`config.mk`:
```
export PLATFORM = sky130hd
export DESIGN_NAME = ucode_seq
export DESIGN_NICKNAME = d
export VERILOG_FILES = /design/src/rtl/ucode_pkg.sv /design/src/rtl/ucode_rom.sv /design/src/rtl/ucode_jump.sv /design/src/rtl/ucode_cycmon.sv /design/src/rtl/ucode_seq.sv
export SDC_FILE = /design/constraint.sdc
export NUM_CORES = 1
export LEC_CHECK = 0
export BUFFER_PORTS_ARGS = -buffer_cell sky130_fd_sc_hd__buf_2
export CORE_MARGIN = 3
export CORE_UTILIZATION = 50
export DETAILED_ROUTE_END_ITERATION = 12
export GPL_TIMING_DRIVEN = 0
export PLACE_DENSITY = 0.83
export SLEW_MARGIN = 40
export SYNTH_ARGS = -nofsm -noshare
export SYNTH_HDL_FRONTEND = slang
export SYNTH_SLANG_ARGS = --single-unit
```
`constraint.sdc`:
```
create_clock -name clk -period 3.1 [get_ports clk]
set_input_delay 0.465 -clock clk [delete_from_list [all_inputs] [get_ports clk]]
set_output_delay 0.465 -clock clk [all_outputs]
set_load 0.02 [all_outputs]
```
`src/rtl/ucode_pkg.sv`:
```
package ucode_pkg;

    localparam int UA_W = 4;

    typedef enum logic [UA_W-1:0] {
        UA_FETCH  = 4'd0,
        UA_DECODE = 4'd1,
        UA_MEM1   = 4'd2,
        UA_LW2    = 4'd3,
        UA_LW3    = 4'd4,
        UA_SW2    = 4'd5,
        UA_RT1    = 4'd6,
        UA_RT2    = 4'd7,
        UA_BEQ1   = 4'd8
    } uaddr_e;

    typedef enum logic [1:0] {
        NX_SEQ   = 2'd0,
        NX_FETCH = 2'd1,
        NX_JT1   = 2'd2,
        NX_JT2   = 2'd3
    } next_e;

    localparam logic [2:0] ALU_ADD  = 3'b010;
    localparam logic [2:0] ALU_SUB  = 3'b110;
    localparam logic [2:0] ALU_FUNC = 3'b100;

    localparam logic [1:0] BSRC_REG   = 2'b00;
    localparam logic [1:0] BSRC_FOUR  = 2'b01;
    localparam logic [1:0] BSRC_EXT   = 2'b10;
    localparam logic [1:0] BSRC_EXTSH = 2'b11;

    typedef struct packed {
        logic       pc_upd;
        logic       pc_upd_zero;
        logic       mem_addr_sel;
        logic       mem_rd;
        logic       mem_wr;
        logic       ir_load;
        logic       wr_dst_sel;
        logic       wb_from_mem;
        logic       rf_wr;
        logic       alu_a_reg;
        logic [1:0] alu_b_sel;
        logic [2:0] alu_op;
        logic       pc_from_reg;
    } uctl_t;

    typedef struct packed {
        uctl_t ctl;
        next_e nxt;
    } uword_t;

endpackage

```
`src/rtl/ucode_rom.sv`:
```
module ucode_rom
    import ucode_pkg::*;
(
    input  uaddr_e ua,
    output uword_t uw
);

    always_comb begin
        uw = '0;
        uw.nxt = NX_FETCH;
        unique case (ua)
            UA_FETCH: begin
                uw.ctl.pc_upd    = 1'b1;
                uw.ctl.mem_rd    = 1'b1;
                uw.ctl.ir_load   = 1'b1;
                uw.ctl.alu_b_sel = BSRC_FOUR;
                uw.ctl.alu_op    = ALU_ADD;
                uw.nxt           = NX_SEQ;
            end
            UA_DECODE: begin
                uw.ctl.alu_b_sel = BSRC_EXTSH;
                uw.ctl.alu_op    = ALU_ADD;
                uw.nxt           = NX_JT1;
            end
            UA_MEM1: begin
                uw.ctl.alu_a_reg = 1'b1;
                uw.ctl.alu_b_sel = BSRC_EXT;
                uw.ctl.alu_op    = ALU_ADD;
                uw.nxt           = NX_JT2;
            end
            UA_LW2: begin
                uw.ctl.mem_addr_sel = 1'b1;
                uw.ctl.mem_rd       = 1'b1;
                uw.nxt              = NX_SEQ;
            end
            UA_LW3: begin
                uw.ctl.wb_from_mem = 1'b1;
                uw.ctl.rf_wr       = 1'b1;
                uw.nxt             = NX_FETCH;
            end
            UA_SW2: begin
                uw.ctl.mem_addr_sel = 1'b1;
                uw.ctl.mem_wr       = 1'b1;
                uw.nxt              = NX_FETCH;
            end
            UA_RT1: begin
                uw.ctl.alu_a_reg = 1'b1;
                uw.ctl.alu_b_sel = BSRC_REG;
                uw.ctl.alu_op    = ALU_FUNC;
                uw.nxt           = NX_SEQ;
            end
            UA_RT2: begin
                uw.ctl.wr_dst_sel = 1'b1;
                uw.ctl.rf_wr      = 1'b1;
                uw.nxt            = NX_FETCH;
            end
            UA_BEQ1: begin
                uw.ctl.alu_a_reg   = 1'b1;
                uw.ctl.alu_b_sel   = BSRC_REG;
                uw.ctl.alu_op      = ALU_SUB;
                uw.ctl.pc_upd_zero = 1'b1;
                uw.ctl.pc_from_reg = 1'b1;
                uw.nxt             = NX_FETCH;
            end
            default: begin
                uw.nxt = NX_FETCH;
            end
        endcase
    end

endmodule

```
`src/rtl/ucode_jump.sv`:
```
module ucode_jump
    import ucode_pkg::*;
#(
    parameter int          OP_W   = 6,
    parameter logic [OP_W-1:0] OP_RTYPE = 6'd0,
    parameter logic [OP_W-1:0] OP_BEQ   = 6'd4,
    parameter logic [OP_W-1:0] OP_LW    = 6'd35,
    parameter logic [OP_W-1:0] OP_SW    = 6'd43
) (
    input  logic [OP_W-1:0] opcode,
    output uaddr_e          jt1_tgt,
    output uaddr_e          jt2_tgt
);

    always_comb begin
        unique case (opcode)
            OP_BEQ:        jt1_tgt = UA_BEQ1;
            OP_RTYPE:      jt1_tgt = UA_RT1;
            OP_LW, OP_SW:  jt1_tgt = UA_MEM1;
            default:       jt1_tgt = UA_FETCH;
        endcase
    end

    always_comb begin
        unique case (opcode)
            OP_LW:   jt2_tgt = UA_LW2;
            OP_SW:   jt2_tgt = UA_SW2;
            default: jt2_tgt = UA_FETCH;
        endcase
    end

endmodule

```
`src/rtl/ucode_cycmon.sv`:
```
module ucode_cycmon #(
    parameter int CNT_W = 4
) (
    input  logic             clk,
    input  logic             rst_n,
    input  logic             last_step,
    output logic             done,
    output logic [CNT_W-1:0] len
);

    localparam logic [CNT_W-1:0] CNT_MAX = {CNT_W{1'b1}};

    logic [CNT_W-1:0] run_cnt;
    logic [CNT_W-1:0] run_inc;

    assign run_inc = (run_cnt == CNT_MAX) ? CNT_MAX : run_cnt + 1'b1;

    always_ff @(posedge clk) begin
        if (!rst_n) begin
            run_cnt <= '0;
            len     <= '0;
            done    <= 1'b0;
        end else begin
            done <= last_step;
            if (last_step) begin
                run_cnt <= '0;
                len     <= run_inc;
            end else begin
                run_cnt <= run_inc;
            end
        end
    end


    done_single_chk: assert property (@(posedge clk) disable iff (!rst_n)
        done |=> !done);


    done_len_chk: assert property (@(posedge clk) disable iff (!rst_n)
        done |-> (len >= 2));

endmodule

```
`src/rtl/ucode_seq.sv`:
```
module ucode_seq
    import ucode_pkg::*;
#(
    parameter int OP_W  = 6,
    parameter int CNT_W = 4
) (
    input  logic             clk,
    input  logic             rst_n,
    input  logic [OP_W-1:0]  opcode,
    input  logic             alu_zero,
    output logic             pc_upd,
    output logic             pc_upd_zero,
    output logic             pc_load,
    output logic             mem_addr_sel,
    output logic             mem_rd,
    output logic             mem_wr,
    output logic             ir_load,
    output logic             wr_dst_sel,
    output logic             wb_from_mem,
    output logic             rf_wr,
    output logic             alu_a_reg,
    output logic [1:0]       alu_b_sel,
    output logic [2:0]       alu_op,
    output logic             pc_from_reg,
    output logic [UA_W-1:0]  uaddr,
    output logic             instr_done,
    output logic [CNT_W-1:0] instr_len
);

    localparam logic [OP_W-1:0] OP_RTYPE = OP_W'(0);
    localparam logic [OP_W-1:0] OP_BEQ   = OP_W'(4);
    localparam logic [OP_W-1:0] OP_LW    = OP_W'(35);
    localparam logic [OP_W-1:0] OP_SW    = OP_W'(43);

    uaddr_e upc;
    uaddr_e upc_nxt;
    uaddr_e jt1_tgt;
    uaddr_e jt2_tgt;
    uword_t uw;

    ucode_rom u_rom (
        .ua (upc),
        .uw (uw)
    );

    ucode_jump #(
        .OP_W     (OP_W),
        .OP_RTYPE (OP_RTYPE),
        .OP_BEQ   (OP_BEQ),
        .OP_LW    (OP_LW),
        .OP_SW    (OP_SW)
    ) u_jump (
        .opcode  (opcode),
        .jt1_tgt (jt1_tgt),
        .jt2_tgt (jt2_tgt)
    );

    // next-address selection
    always_comb begin
        unique case (uw.nxt)
            NX_SEQ:   upc_nxt = uaddr_e'(upc + 1'b1);
            NX_FETCH: upc_nxt = UA_FETCH;
            NX_JT1:   upc_nxt = jt1_tgt;
            NX_JT2:   upc_nxt = jt2_tgt;
            default:  upc_nxt = UA_FETCH;
        endcase
    end

    // state register
    always_ff @(posedge clk) begin
        if (!rst_n) upc <= UA_FETCH;
        else        upc <= upc_nxt;
    end

    // outputs
    always_comb begin
        pc_upd       = uw.ctl.pc_upd;
        pc_upd_zero  = uw.ctl.pc_upd_zero;
        pc_load      = uw.ctl.pc_upd | (uw.ctl.pc_upd_zero & alu_zero);
        mem_addr_sel = uw.ctl.mem_addr_sel;
        mem_rd       = uw.ctl.mem_rd;
        mem_wr       = uw.ctl.mem_wr;
        ir_load      = uw.ctl.ir_load;
        wr_dst_sel   = uw.ctl.wr_dst_sel;
        wb_from_mem  = uw.ctl.wb_from_mem;
        rf_wr        = uw.ctl.rf_wr;
        alu_a_reg    = uw.ctl.alu_a_reg;
        alu_b_sel    = uw.ctl.alu_b_sel;
        alu_op       = uw.ctl.alu_op;
        pc_from_reg  = uw.ctl.pc_from_reg;
        uaddr        = upc;
    end

    ucode_cycmon #(
        .CNT_W (CNT_W)
    ) u_mon (
        .clk       (clk),
        .rst_n     (rst_n),
        .last_step (upc_nxt == UA_FETCH),
        .done      (instr_done),
        .len       (instr_len)
    );


    fetch_then_decode_chk: assert property (@(posedge clk) disable iff (!rst_n)
        (upc == UA_FETCH) |=> (upc == UA_DECODE));


    beq_dispatch_chk: assert property (@(posedge clk) disable iff (!rst_n)
        (upc == UA_DECODE && opcode == OP_BEQ) |=> (upc == UA_BEQ1));


    cond_pc_excl_chk: assert property (@(posedge clk) disable iff (!rst_n)
        pc_upd_zero |-> (!pc_upd && pc_load == alu_zero));


    unknown_op_chk: assert property (@(posedge clk) disable iff (!rst_n)
        (upc == UA_DECODE && opcode != OP_BEQ && opcode != OP_RTYPE &&
         opcode != OP_LW && opcode != OP_SW) |=> (upc == UA_FETCH));


    mem_rw_excl_chk: assert property (@(posedge clk) disable iff (!rst_n)
        !(mem_rd && mem_wr));

endmodule

```
== Word-level counts from Yosys, hierarchy flattened ==
Cells that the tools add are included.
Word-level totals
  bits in registers: 13
  input port bits: 9
  output and inout bits: 26
  word-level logic and storage cells: 50
Cells by class
  add/sub/neg operators: 2
  eq/ne operators: 15
  mux-type cells: 15
  bitwise operators: 3
  reduce and logical (&&, ||, !) cells: 11
Operators with widths (count)
  one-hot mux 5 bit (5 select lines): 1
  equality test 4 x 3 -> 1 bit, second input constant: 4
  one-hot mux 4 bit (4 select lines): 1
  equality test 6 bit, second input constant: 2
  one-hot mux 4 bit (3 select lines): 1
  OR reduction 2 bit: 5
  2-to-1 mux 1 bit: 9
  adder 4 x 1 -> 4 bit, second input constant: 2
  equality test 4 x 2 -> 1 bit, second input constant: 2
  equality test 4 bit, second input constant: 2
  logical NOT 4 bit: 2
  equality test 6 x 3 -> 1 bit, second input constant: 1
  logical NOT 6 bit: 1
  one-hot mux 2 bit (3 select lines): 1
  one-hot mux 3 bit (2 select lines): 1
  OR reduction 3 bit: 2
  equality test 2 bit, second input constant: 2
  equality test 4 x 1 -> 1 bit, second input constant: 1
  2-to-1 mux 4 bit: 1
  equality test 2 x 1 -> 1 bit, second input constant: 1
  logical NOT 2 bit: 1
  AND 1 bit: 1
  inverter 1 bit: 1
  OR 1 bit: 1

== Depth between registers and ports, before layout ==
  depth in word-level cells: 7
  depth in mapped cells: 8
  mapped depth without buffers: 8

== Hierarchy ==
A second synthesis with hierarchy kept.
Second synthesis, totals
  cell total of the unflattened synthesis: 104
  area total of the unflattened synthesis: 894.6 µm²
Modules (own cells, without submodules)
  ucode_cycmon: times used 1, cells each 35, area an instance 351.6 µm², seq. area each 180.2 µm²
  ucode_seq: times used 1, cells each 28, area an instance 256.5 µm², seq. area each 80.1 µm²
  ucode_rom: times used 1, cells each 29, area an instance 206.4 µm², seq. area each 0.0 µm²
  ucode_jump: times used 1, cells each 12, area an instance 80.1 µm², seq. area each 0.0 µm²

== Worst setup path before layout ==
No wires, ideal clock.
  path kind: flip-flop to flip-flop
  start point: register upc[0], in the netlist uaddr[0]
  end point: register u_mon.len[1]
  library setup time: 0.072 ns
  arrival: 2.085 ns
  data required time: 3.028 ns
  slack: 0.943 ns
  stages on the path, launching flop included: 8
  path buffers: 0
  clock period less this slack: 2.157 ns
  cell sequence: dfxtp_1 inv_1 ha_1 nor2_1 a21oi_2 or3b_4 a21oi_4 mux2i_1
Between the ends
  longest elaborated chain between the ends: 6
  elaborated cells on any way between the ends: 14
  classes of those cells: 1 x add/sub; 7 x eq/ne; 2 x mux; 4 x reduce/logical
Ends and longest elaborated chain
  start, declared: line ucode_seq.sv:35  | uaddr_e upc;
  start signal, assigned: line ucode_seq.sv:72  | else upc <= upc_nxt;
  equality test 4 x 2 -> 1 bit, or another cell as far along: line ucode_rom.sv:11  | unique case (ua)
  OR reduction 3 bit (no line)
  one-hot mux 2 bit (3 select lines): line ucode_rom.sv:11
  equality test 2 bit, or another cell as far along: line ucode_seq.sv:60  | unique case (uw.nxt)
  one-hot mux 4 bit (4 select lines) (*): line ucode_seq.sv:60
  logical NOT 4 bit (*): line ucode_seq.sv:99  | .last_step (upc_nxt == UA_FETCH),
  end signal, assigned: line ucode_cycmon.sv:27  | len <= run_inc;
  end, declared: line ucode_cycmon.sv:8  | output logic [CNT_W-1:0] len
Mark *: on every way between the ends. The rest lies on a longest branch, timed or not.
A chain may end at the register's enable or synchronous reset.

== Worst setup path in the final report ==
  start point: register upc[0], in the netlist uaddr[0]
  end point: register u_mon.len[2]
The elaborated chain is that of the path after synthesis.

==> impl_metrics.toml <==
[power_and_ir_drop]
p_seq_share_pct = 26.5
p_sw_share_pct = 46.1
internal-power_w = 0.000471
pwr_density_cell_nw_per_um2 = 833
pwr-share-clk_pct = 11.4
power_leakage_nw = 0.555
p_comb_share_pct = 62.2
power_switching_w = 0.000403
peakVddDrop_v = 0.000580

[logic_synthesis]
ys_seq_area_share_pct = 31.1
syn_area_sq_um = 837
ys_ff_latch = 13
synth_area_leaders = "dfxtp_1 31%, ha_1 7.5%, mux2i_1 6.0%"
yosysWarnings = 0
synth_edf_count = 0
avgSynthCellArea_sq_um = 8.81
yosysTopAreaCellShare_pct = 31.1
yosysTopAreaCell = "dfxtp_1"
yosysMostFrequentCell = "dfxtp_1"
postSynthCellCount = 95
ys_types = 39
syn_nets = 109
yosys-top-cells-count = "13 x dfxtp_1, 8 x nor2_1, 6 x and2_1, 6 x inv_1"
ys.flop_type = "dfxtp_1"
async_reset_ff_share_pct = 0

[setup_path]
worstPathArrival_ns = 2.57
rr_startpoint = "uaddr[0]"
crit_slowest_cell = "dfxtp_1"
crit_type = "reg -> reg"
reg2reg_depth = 7
required_ns = 3.30
r2r_slack_ns = 0.74
slowest_delay_ns = 0.47
cp-end-kind = "flip-flop"
crit_chain = "inv_1, ha_1, nor2_1, a21oi_2, or3b_4, a21oi_4, mux2i_1"
r2r_end = "u_mon.len[2]"
cp-start-kind = "flip-flop"
crit_path_max_fanout = 9

[grt]
groute.usage.overall_pct = 17.5
antenna_found_initial = 0
grt_max_degree = 11
grt_pass1_wl_um = 2780
grt_pass1_vias = 657
grt-ovfl-total = 0

[place]
place_congestion = 0.829
post-dp-hpwl_um = 1430
portBuffers = 33

[clocking]
cts_resized = 0
cts_root_buf = "clkbuf_4"
cts_buffers = 3
cts.sinks = 13
clockBufferDepth = 2
cts_tree = "yes"
insertion_delay_ns = 0.27
cts_setup_buffers = 0
cts_hold_buf = 0
clkTransAtPathRegs_ns = 0.07
h-tree-depth = 1

[sta]
setup_tns_ns = 0
period_share_pct = 76.3
drv_slew = 0
post-route-min-period_ns = 2.36
rsz0062_at_grt = "false"
skew_ns = 0.000283
fmax_ghz = 0.423
hold_viol_final = 0
report.final.setup_viol = 0

[die]
die-area_sq_um = 2200
pin_count = 35
die_h_um = 46.9
die_x_um = 46.9
start_util_pct = 54.3
coreArea_sq_um = 1540
std_cell_rows = 14

[hold_path]
whs_path_depth = 2
min_to = "u_mon.len[1]"
worstHoldStart = "u_mon.len[1]"
hp-class = "reg -> reg"

[drt]
drtAntennaViolNets = 0
drtIter0Drc = 15
dr_wl_met2_um = 866
drt_wl_total_um = 1800
firstDrtPassIters = 4
remaining_drc_errors = 0
routed_via_density = 5.35
wl_met3_um = 115
wl_met1_um = 802
top_layer = "met4"
wl_per_cell_um = 12.1
vias = 792

[final_layout]
nets = 147
antenna_cells = 0
post-route-util_pct = 68.0
syn_to_final_growth_pct = 25.3
final_layout_size_suffix_gt1_share_pct = 37.9
fill_cells = 132

[status]
run_status = "complete, no violations"

[job]
drv_cap = 0
[state kept, by name (all words and copies together) (netlist names)]
| name | flops |
|---|---|
| u_mon.done | 1 |
| u_mon.run_cnt | 4 |
| uaddr | 4 |
| u_mon.len | 4 |
[power by group through the flow]
stage               logic [W]  registers (W)  clock network (W)
floorplan            0.000388       0.000256                  0
global placement     0.000535       0.000232                  0
detailed placement   0.000548       0.000235                  0
CTS                  0.000548       0.000231           0.000104
global route         0.000589       0.000235           0.000111
finish               0.000543       0.000231          0.0000994
[layout by cell type (no fill, tap or decap), drive strengths merged, types with 3 or more instances in the layout]
cell type and instances:
mux2i 5, clkbuf 5, nor2 9, and3 4
nand3b 3, and2 6, o21ai 4, a21oi 5
nand2 5, dfxtp 13, buf 38, ha 5
inv 6
[worst max-delay path by stage]
stage | startpoint | to | slack, ns | cells after the start
after floorplan | uaddr[0] | u_mon.len[1] | 0.94 | 7
after global placement | uaddr[0] | u_mon.len[3] | 0.85 | 7
after detailed placement | uaddr[0] | u_mon.len[3] | 0.78 | 7
after CTS | uaddr[0] | u_mon.len[3] | 0.76 | 7
after global routing | uaddr[0] | u_mon.len[3] | 0.60 | 7
final | uaddr[0] | u_mon.len[2] | 0.74 | 7
[layout make-up]
class / instances / area (sq um) / share of cell area (%)
Sequential cell: 13 / 260 / 24.8
Multi-Input combinational cell: 70 / 505 / 48.2
Buffer: 6 / 48.8 / 4.65
Clock buffer: 4 / 26.3 / 2.51
Timing Repair Buffer: 33 / 165 / 15.8
Tap cell: 16 / 20.0 / 1.91
Inverter: 6 / 22.5 / 2.15
[cell families (layout without fill, tap and decap cells)]
family / count (synthesis) / count (layout) / synth area share, %
compound gates: 20 / 20 / 18.5
xor+xnor: 1 / 1 / 1.05
fa+ha+maj: 5 / 5 / 7.47
buf+inv: 12 / 49 / 8.52
flops: 13 / 13 / 31.1
mux: 5 / 5 / 5.98
other cells: 1 / 1 / 0.448
simple gates: 38 / 38 / 26.9
[metrics by stage]
step                total power (W)  instances  area (sq um)  setup WS (ns)  hold slack [ns]
global placement           0.000767        144          1020          0.849            0.440
detailed placement         0.000782        144          1020          0.784            0.447
floorplan                  0.000645         95           837          0.943            0.533
finish                     0.000874        148          1050          0.736            0.456
global route               0.000935        148          1050          0.600            0.489
CTS                        0.000883        148          1050          0.762            0.457
[layer usage]
metal / track usage (%) / up-vias
li1: - / 402
met1: 21.8 / 366
met2: 30.4 / 22
met3: 4.60 / 2
met4: 3.31 / 0
met5: 0 / -
[worst max-delay path, delay by kind of cell (launching register included)]
kind | cells | cell delay (ns)
adder cells (fa/ha/maj) | 1 | 0.29
buffers and inverters | 1 | 0.10
multiplexers | 1 | 0.22
AO/OA/AOI/OAI | 2 | 0.48
flip-flops | 1 | 0.47
AND/OR/NAND/NOR | 2 | 0.73
(Power assumes the default switching activity.)
